--- src/rtl/pll_prog_pkg.sv ---
package pll_prog_pkg;

    localparam int WORD_W   = 20;
    localparam int M_W      = 9;
    localparam int R_W      = 6;
    localparam int A_W      = 5;
    localparam int BYTE_W   = 8;
    localparam int NUM_SECT = (WORD_W + BYTE_W - 1) / BYTE_W;

    // strobe lane indices inside the synchronizer
    localparam int STB_M1  = 0;
    localparam int STB_M2  = 1;
    localparam int STB_A   = 2;
    localparam int STB_HOP = 3;
    localparam int STB_ENH = 4;
    localparam int STB_SWR = 5;
    localparam int STB_SCK = 6;
    localparam int NUM_STB = 7;

    typedef enum logic [1:0] {
        MODE_PAR = 2'd0,
        MODE_SER = 2'd1,
        MODE_OFF = 2'd2
    } if_mode_e;

    // field layout of the 20-bit divider word: A on top, R in the middle, M at the bottom
    typedef struct packed {
        logic [A_W-1:0] a;
        logic [R_W-1:0] r;
        logic [M_W-1:0] m;
    } div_word_t;

    function automatic if_mode_e decode_mode(input logic mb, input logic ms);
        if (mb)
            return MODE_OFF;
        return ms ? MODE_SER : MODE_PAR;
    endfunction

endpackage

--- src/rtl/pll_strobe_sync.sv ---
module pll_strobe_sync #(
    parameter int N_STB  = 7,
    parameter int N_DAT  = 9,
    parameter int STAGES = 2
) (
    input  logic             clk,
    input  logic             rst,
    input  logic [N_STB-1:0] stb_in,
    input  logic [N_DAT-1:0] dat_in,
    output logic [N_STB-1:0] stb_lvl,
    output logic [N_STB-1:0] stb_rise,
    output logic [N_DAT-1:0] dat_out
);
    localparam int W = N_STB + N_DAT;

    logic [STAGES-1:0][W-1:0] pipe;
    logic [N_STB-1:0]         stb_last;

    // strobes and data share one pipeline so they stay aligned
    always_ff @(posedge clk) begin
        if (rst) begin
            pipe     <= '0;
            stb_last <= '0;
        end else begin
            pipe[0] <= {stb_in, dat_in};
            for (int s = 1; s < STAGES; s++)
                pipe[s] <= pipe[s-1];
            stb_last <= stb_lvl;
        end
    end

    assign {stb_lvl, dat_out} = pipe[STAGES-1];
    assign stb_rise           = stb_lvl & ~stb_last;

endmodule

--- src/rtl/pll_load_regs.sv ---
module pll_load_regs
    import pll_prog_pkg::*;
(
    input  logic                clk,
    input  logic                rst,
    input  if_mode_e            mode,
    input  logic [NUM_STB-1:0]  stb_lvl,
    input  logic [NUM_STB-1:0]  stb_rise,
    input  logic [BYTE_W-1:0]   pd,
    input  logic                sd,
    output div_word_t           prim_q,
    output div_word_t           sec_q,
    output logic [BYTE_W-1:0]   enh_q
);
    logic                  par_m, ser_m;
    logic [NUM_SECT-1:0]   sect_evt;
    logic                  hop_evt, shift_evt, enh_evt, shift_hold;
    logic [WORD_W-1:0]     prim_nxt;

    assign par_m = (mode == MODE_PAR);
    assign ser_m = (mode == MODE_SER);

    assign sect_evt[0] = par_m & stb_rise[STB_M1];
    assign sect_evt[1] = par_m & stb_rise[STB_M2];
    assign sect_evt[2] = par_m & stb_rise[STB_A];

    assign shift_hold = stb_lvl[STB_ENH] | stb_lvl[STB_SWR];
    assign shift_evt  = ser_m & stb_rise[STB_SCK] & ~shift_hold;
    assign enh_evt    = par_m & stb_rise[STB_ENH];
    assign hop_evt    = (par_m & stb_rise[STB_HOP]) |
                        (ser_m & (stb_rise[STB_HOP] | stb_rise[STB_SWR]));

    always_comb begin
        prim_nxt = prim_q;
        for (int b = 0; b < WORD_W; b++)
            if (sect_evt[b / BYTE_W])
                prim_nxt[b] = pd[b % BYTE_W];
        if (shift_evt)
            prim_nxt = {prim_q[WORD_W-2:0], sd};
    end

    always_ff @(posedge clk) begin
        if (rst) begin
            prim_q <= '0;
            sec_q  <= '0;
            enh_q  <= '0;
        end else begin
            prim_q <= prim_nxt;
            if (hop_evt)
                sec_q <= prim_q;
            if (enh_evt)
                enh_q <= pd;
        end
    end

    p_reset_clear_r1: assert property (@(posedge clk)
        rst |=> (prim_q == '0) && (sec_q == '0) && (enh_q == '0));

    p_hop_copy_r3: assert property (@(posedge clk) disable iff (rst)
        hop_evt |=> sec_q == $past(prim_q));

    p_sec_hold_r7: assert property (@(posedge clk) disable iff (rst)
        !hop_evt |=> $stable(sec_q));

    p_enh_hold_r5: assert property (@(posedge clk) disable iff (rst)
        !enh_evt |=> $stable(enh_q));

    p_shift_r6: assert property (@(posedge clk) disable iff (rst)
        shift_evt |=> prim_q[WORD_W-1:1] == $past(prim_q[WORD_W-2:0]));

    p_serial_gate_r9: assert property (@(posedge clk) disable iff (rst)
        (ser_m && shift_hold) |=> $stable(prim_q));

    p_off_mode_r10: assert property (@(posedge clk) disable iff (rst)
        (mode == MODE_OFF) |=> $stable(prim_q) && $stable(sec_q) && $stable(enh_q));

endmodule

--- src/rtl/pll_word_mux.sv ---
module pll_word_mux
    import pll_prog_pkg::*;
(
    input  if_mode_e  mode,
    input  logic      sel_par,
    input  logic      sel_ser,
    input  div_word_t prim,
    input  div_word_t sec,
    output div_word_t word
);
    logic use_prim;

    always_comb begin
        unique case (mode)
            MODE_PAR: use_prim = sel_par;
            MODE_SER: use_prim = sel_ser;
            default:  use_prim = 1'b0;
        endcase
    end

    assign word = use_prim ? prim : sec;

endmodule

--- src/rtl/pll_prog_if.sv ---
module pll_prog_if
    import pll_prog_pkg::*;
#(
    parameter int SYNC_STAGES = 2
) (
    input  logic         clk,
    input  logic         rst,
    input  logic         mode_b,
    input  logic         mode_s,
    input  logic [7:0]   pdata,
    input  logic         wr_m1,
    input  logic         wr_m2,
    input  logic         wr_a,
    input  logic         wr_hop,
    input  logic         wr_enh,
    input  logic         ser_dat,
    input  logic         ser_clk,
    input  logic         ser_wr,
    input  logic         sel_par,
    input  logic         sel_ser,
    output logic [8:0]   m_word,
    output logic [4:0]   a_word,
    output logic [5:0]   r_word,
    output logic [7:0]   enh_bits
);
    localparam int N_DAT = BYTE_W + 1;

    if_mode_e            mode;
    logic [NUM_STB-1:0]  stb_raw, stb_lvl, stb_rise;
    logic [N_DAT-1:0]    dat_s;
    div_word_t           prim, sec, word;

    assign mode = decode_mode(mode_b, mode_s);

    always_comb begin
        stb_raw          = '0;
        stb_raw[STB_M1]  = wr_m1;
        stb_raw[STB_M2]  = wr_m2;
        stb_raw[STB_A]   = wr_a;
        stb_raw[STB_HOP] = wr_hop;
        stb_raw[STB_ENH] = wr_enh;
        stb_raw[STB_SWR] = ser_wr;
        stb_raw[STB_SCK] = ser_clk;
    end

    pll_strobe_sync #(
        .N_STB  (NUM_STB),
        .N_DAT  (N_DAT),
        .STAGES (SYNC_STAGES)
    ) u_sync (
        .clk      (clk),
        .rst      (rst),
        .stb_in   (stb_raw),
        .dat_in   ({ser_dat, pdata}),
        .stb_lvl  (stb_lvl),
        .stb_rise (stb_rise),
        .dat_out  (dat_s)
    );

    pll_load_regs u_regs (
        .clk      (clk),
        .rst      (rst),
        .mode     (mode),
        .stb_lvl  (stb_lvl),
        .stb_rise (stb_rise),
        .pd       (dat_s[BYTE_W-1:0]),
        .sd       (dat_s[BYTE_W]),
        .prim_q   (prim),
        .sec_q    (sec),
        .enh_q    (enh_bits)
    );

    pll_word_mux u_mux (
        .mode    (mode),
        .sel_par (sel_par),
        .sel_ser (sel_ser),
        .prim    (prim),
        .sec     (sec),
        .word    (word)
    );

    assign m_word = word.m;
    assign a_word = word.a;
    assign r_word = word.r;

    p_route_par_r4: assert property (@(posedge clk) disable iff (rst)
        (!mode_b && !mode_s) |-> ({a_word, r_word, m_word} == (sel_par ? prim : sec)));

    p_route_ser_r8: assert property (@(posedge clk) disable iff (rst)
        (!mode_b && mode_s) |-> ({a_word, r_word, m_word} == (sel_ser ? prim : sec)));

    p_route_off_r10: assert property (@(posedge clk) disable iff (rst)
        mode_b |-> ({a_word, r_word, m_word} == sec));

endmodule

--- config.mk ---
export PLATFORM = sky130hd
export DESIGN_NAME = pll_prog_if
export DESIGN_NICKNAME = d
export VERILOG_FILES = /design/src/rtl/pll_prog_pkg.sv /design/src/rtl/pll_strobe_sync.sv /design/src/rtl/pll_load_regs.sv /design/src/rtl/pll_word_mux.sv /design/src/rtl/pll_prog_if.sv
export SDC_FILE = /design/constraint.sdc
export NUM_CORES = 1
export LEC_CHECK = 0
export BUFFER_PORTS_ARGS = -buffer_cell sky130_fd_sc_hd__buf_4
export CORE_MARGIN = 2
export CORE_UTILIZATION = 45
export DETAILED_ROUTE_END_ITERATION = 10
export GPL_TIMING_DRIVEN = 0
export HOLD_SLACK_MARGIN = 0.08
export PLACE_DENSITY = 0.68
export REMOVE_ABC_BUFFERS = 1
export SETUP_SLACK_MARGIN = 0.4
export SYNTH_ARGS = -nofsm -noshare
export SYNTH_HDL_FRONTEND = slang
export SYNTH_SLANG_ARGS = --single-unit
--- constraint.sdc ---
create_clock -name clk -period 1.35 [get_ports clk]
set_input_delay 0.27 -clock clk [delete_from_list [all_inputs] [get_ports clk]]
set_output_delay 0.27 -clock clk [all_outputs]
set_load 0.01 [all_outputs]
### After elaboration in Yosys (flattened, before gate mapping)

Index checks and enable logic that the tools add are counted.

* flip-flop bits (word level): 87
* input bits: 22
* logic and storage cells: 58

* equal/unequal tests: 1
* muxes and demuxes: 27
* bitwise gates (word level): 14
* reduce and logical (&&, ||, !) cells: 4

Operators by type and width (number)
* 20-bit 2-to-1 mux: 2
* 1-bit 2-to-1 mux: 22
* 1-bit AND: 8
* 7-bit AND: 1
* 7-bit inverter: 1
* 2-bit nonzero test: 3
* 2-bit 2-to-1 mux: 2
* 1-bit bitwise OR: 3
* 2-bit by 1-bit == test with 1-bit output (second input constant): 1
* 2-bit zero test: 1
* 1-bit one-hot mux with 2 select lines: 1
* 1-bit inverter: 1

### Longest topological paths before layout

* depth after elaboration: 6
* gate-level depth with buffers: 5

### By module

Synthesis repeated with hierarchy kept, for this count alone.

* cells, all modules: 393
* area, all modules: 4072.7 um^2

By module, submodules not included
* pll_load_regs: instances 1, cells each 263, area an instance 2481.1 um^2
* pll_strobe_sync: instances 1, cells each 105, area an instance 1238.7 um^2
* pll_word_mux: instances 1, cells each 24, area an instance 339.1 um^2
* pll_prog_if: instances 1, cells each 1, area an instance 13.8 um^2

### Least setup slack after synthesis

OpenSTA, ideal clock, no wires.

* path type: input to output
* from: in mode_s
* to: out a_word[0]
* arrival time: 1.172 ns
* required time: 1.080 ns
* slack: -0.092 ns
* stages on the path: 5
* buffers on the path: 2
* cells stage by stage: buf_6 mux2i_1 nor2_1 buf_2 mux2_2

* word-level cells in the longest chain between the ends: 5

RTL lines
* start: declaration: RTL line pll_prog_if.sv:9 `input logic mode_s,`
* 1-bit 2-to-1 mux *: RTL line pll_prog_pkg.sv:36 `return ms ? MODE_SER : MODE_PAR;`
* 2-bit 2-to-1 mux *: RTL line pll_prog_pkg.sv:36
* 2-bit by 1-bit == test with 1-bit output / 2-bit zero test (equally long branches): RTL line pll_word_mux.sv:14 `unique case (mode)`
* 1-bit one-hot mux with 2 select lines *: RTL line pll_word_mux.sv:14
* 20-bit 2-to-1 mux *: RTL line pll_word_mux.sv:21 `assign word = use_prim ? prim : sec;`
* end: declaration: RTL line pll_prog_if.sv:22 `output logic [4:0] a_word,`

Every way passes the cells marked *; elsewhere a longest branch is shown, timed or not.

### Worst setup path in the final report

* from: in mode_s
* to: out r_word[4]

* word-level cells in the longest chain between the ends: 5

RTL lines
* 1-bit 2-to-1 mux *: RTL line pll_prog_pkg.sv:36
* 2-bit 2-to-1 mux *: RTL line pll_prog_pkg.sv:36
* 2-bit by 1-bit == test with 1-bit output / 2-bit zero test (equally long branches): RTL line pll_word_mux.sv:14
* 1-bit one-hot mux with 2 select lines *: RTL line pll_word_mux.sv:14
* 20-bit 2-to-1 mux *: RTL line pll_word_mux.sv:21
* end: declaration: RTL line pll_prog_if.sv:23 `output logic [5:0] r_word,`

Marked as above.

==> reports/metrics.yaml <==
synth-xor-area-share_pct: 0
dr.pass1.iters: 4
syn_avg_cell_area_um2: 10.2
place_inst: 456
dpl.hpwl_um: 4040
die_h_um: 90.5
gr-total-overflow: 0
die_x_um: 90.5
finalMaxSlewViolations: 0
post-route-period-util_pct: 123
layout_common_cells: "dfxtp_1, nand2_1, mux2i_1"
yosysSeqAreaShare_pct: 51.7
synth_top_family_by_area: "multiplexers"
grt_pass1_wl_um: 11600
synthCells: 330
hold_path_class: "input port to flip-flop"
hold_violations: 0
cts.clk_slew.worst_paths_ps: 80
fin_worst_skew_ps: 12.7
viasPerCell: 5.31
die_area_um2: 8200
reg2reg_depth: 4
routedLengthMet1_um: 3610
num_vias: 2649
vdd_drop_max_uv: 738
wl_met2_um: 4110
gp_congestion: 0.809
grt_use_total_pct: 17.7
ys_ff_latch: 87
cts.sinks: 87
p_sw_mw: 1.18
core_area_um2: 7250
grt_max_degree: 49
grt_pass1_vias: 2369
stdcell_count: 499
p_per_area_nw_per_um2: 1020
wl_per_cell_um: 16.7
cts_max_path_buffers: 2
initial_core_util_pct: 46.5
synth_top_cell_area_share_pct: 51.7
synth_cell_type_count: 21
switching_share_pct: 23.8
whs_ps: 124
layout-drive-gt1-share_pct: 43.8
rsz0062_at_grt: "yes"
power.share.clock_pct: 36.2
wl_met3_um: 437
critPathMaxFanout: 5
p_leak_nw: 1.74
maxCapViolations: 0
synth_area_leader_cell: "dfxtp_1"
top_layer: "met4"
cp_data_required_time_ps: 1080
cts_root_buf: "clkbuf_8"
critical_path.startpoint_type: "input port"
numCtsBuffers: 9
yosys.area_share.simple_pct: 16.6
slew_headroom_pct: 39.6
setup_viol: 40
diodes: 0
period_needed_ps: 1660
fin_util_pct: 66.9
synth_area_um2: 3370
p_int_mw: 3.79
synth.mux.area_fraction_pct: 18.9
ant_nets: 0
ys_top_cells_by_area: "dfxtp_1, mux2i_1, nor2b_1"
p_total_mw: 4.97
antenna_found_initial: 0
drt_iter0_markers: 171
routed_wl_um: 8350
crit_type: "input port to primary output"
cts_hold_buf: 0
io_buffers: 49
htree_levels: 3
yosys_warnings: 0
place_ws_ps: -793
fmax_ghz: 0.603
nets: 417
cts_tree: "done"
worst_slack_ps: -308
insertion_delay_ps: 360
synth_compound_area_share_pct: 8.76
rows: 31
violations: "setup timing"
synth_fa_ha_area_share_pct: 0
power_frac_seq_pct: 53.9
cp_data_arrival_time_ps: 1390
worst_pin_slew_ps: 906
end_kind: "primary output"
drc_errors: 0
run_status: "complete, but fails checks"
area_growth_pct: 43.9
layout_commonest_cell: "dfxtp_1"
ios: 50
min_path_cells: 2
power_frac_comb_pct: 9.9
critical path: stages:
cell and delay, ps:
buf_12 100, mux2i_1 110, nor2_2 170, buf_6 150
clkbuf_16 150, mux2_4 300, buf_6 120
flip-flops by register name, summed over array words and instances (netlist names):
name	cells
u_sync.pipe	16
u_sync.stb_last	7
u_regs.prim_q	20
u_regs.sec_q	20
u_sync.stb_lvl	7
u_regs.enh_q	8
u_sync.dat_out	9
metrics by stage:
| stage | cell area (um^2) | TNS [ps] |
|---|---|---|
| floorplan | 3230 | -41550 |
| global placement | 3730 | -83310 |
| detailed placement | 3810 | -34660 |
| CTS | 4390 | -12140 |
| global route | 4850 | -10090 |
| finish | 4850 | -8860 |
cell type report:
| cell class | count | area, um^2 |
|---|---|---|
| Clock buffer | 13 | 149 |
| Clock inverter | 3 | 42.5 |
| Fill cell | 561 | 2400 |
| Inverter | 1 | 6.26 |
| Multi-Input combinational cell | 222 | 1940 |
| Sequential cell | 87 | 1760 |
| Tap cell | 99 | 124 |
| Timing Repair Buffer | 74 | 823 |
synth_stat cells:
cell type,n
buf_1,1
dfxtp_1,87
or2_4,1
clkinv_1,1
nand2_1,56
or4b_4,1
nand3b_1,1
clkbuf_1,14
buf_6,4
a21oi_1,29
mux2i_1,41
or4b_1,1
nor2_1,1
nor4b_2,2
buf_2,5
o31ai_1,20
nand2b_1,2
clkbuf_2,2
nor4b_1,2
nor2b_1,39
mux2_2,20
routing by layer:
metal / track usage (%) / vias to the layer above
met3: 3.51 / 16
li1: - / 1263
met2: 27.7 / 81
met5: 0 / -
met4: 7.69 / 0
met1: 23.9 / 1289
power groups by stage:
stage               sequential (mW)  clock, mW  combinational, mW
global route                   2.69       1.93              0.526
detailed placement             2.73          0              0.304
floorplan                      2.71          0              0.171
global placement               2.73          0              0.282
finish                         2.68       1.80              0.494
CTS                            2.67       1.82              0.397
kinds of logic (layout without fill, tap and decap cells):
family,Yosys count,in the layout
AOI/OAI and AO/OA,49,50
muxes,61,61
buffers and inverters,27,91
and+or+nand+nor,106,111
DFF,87,87
worst paths after layout:
kind / end / startpoint / slack, ps
setup / recovery: r_word[4] / mode_s / -310
hold / removal: u_sync.pipe[4] / pdata[4] / 120
setup reg to reg: u_regs.prim_q[4] / u_sync.stb_lvl[6] / -190
hold reg to reg: u_sync.dat_out[3] / u_sync.pipe[3] / 440
repair_timing:
item,CTS,global route
gates cloned,5,4
resized for setup,69,71
pin swaps,2,18
setup buffers,7,11
setup endpoints to repair,76,76
endpoints found under the hold margin,0,0
Power figures use the tool's default switching activity.
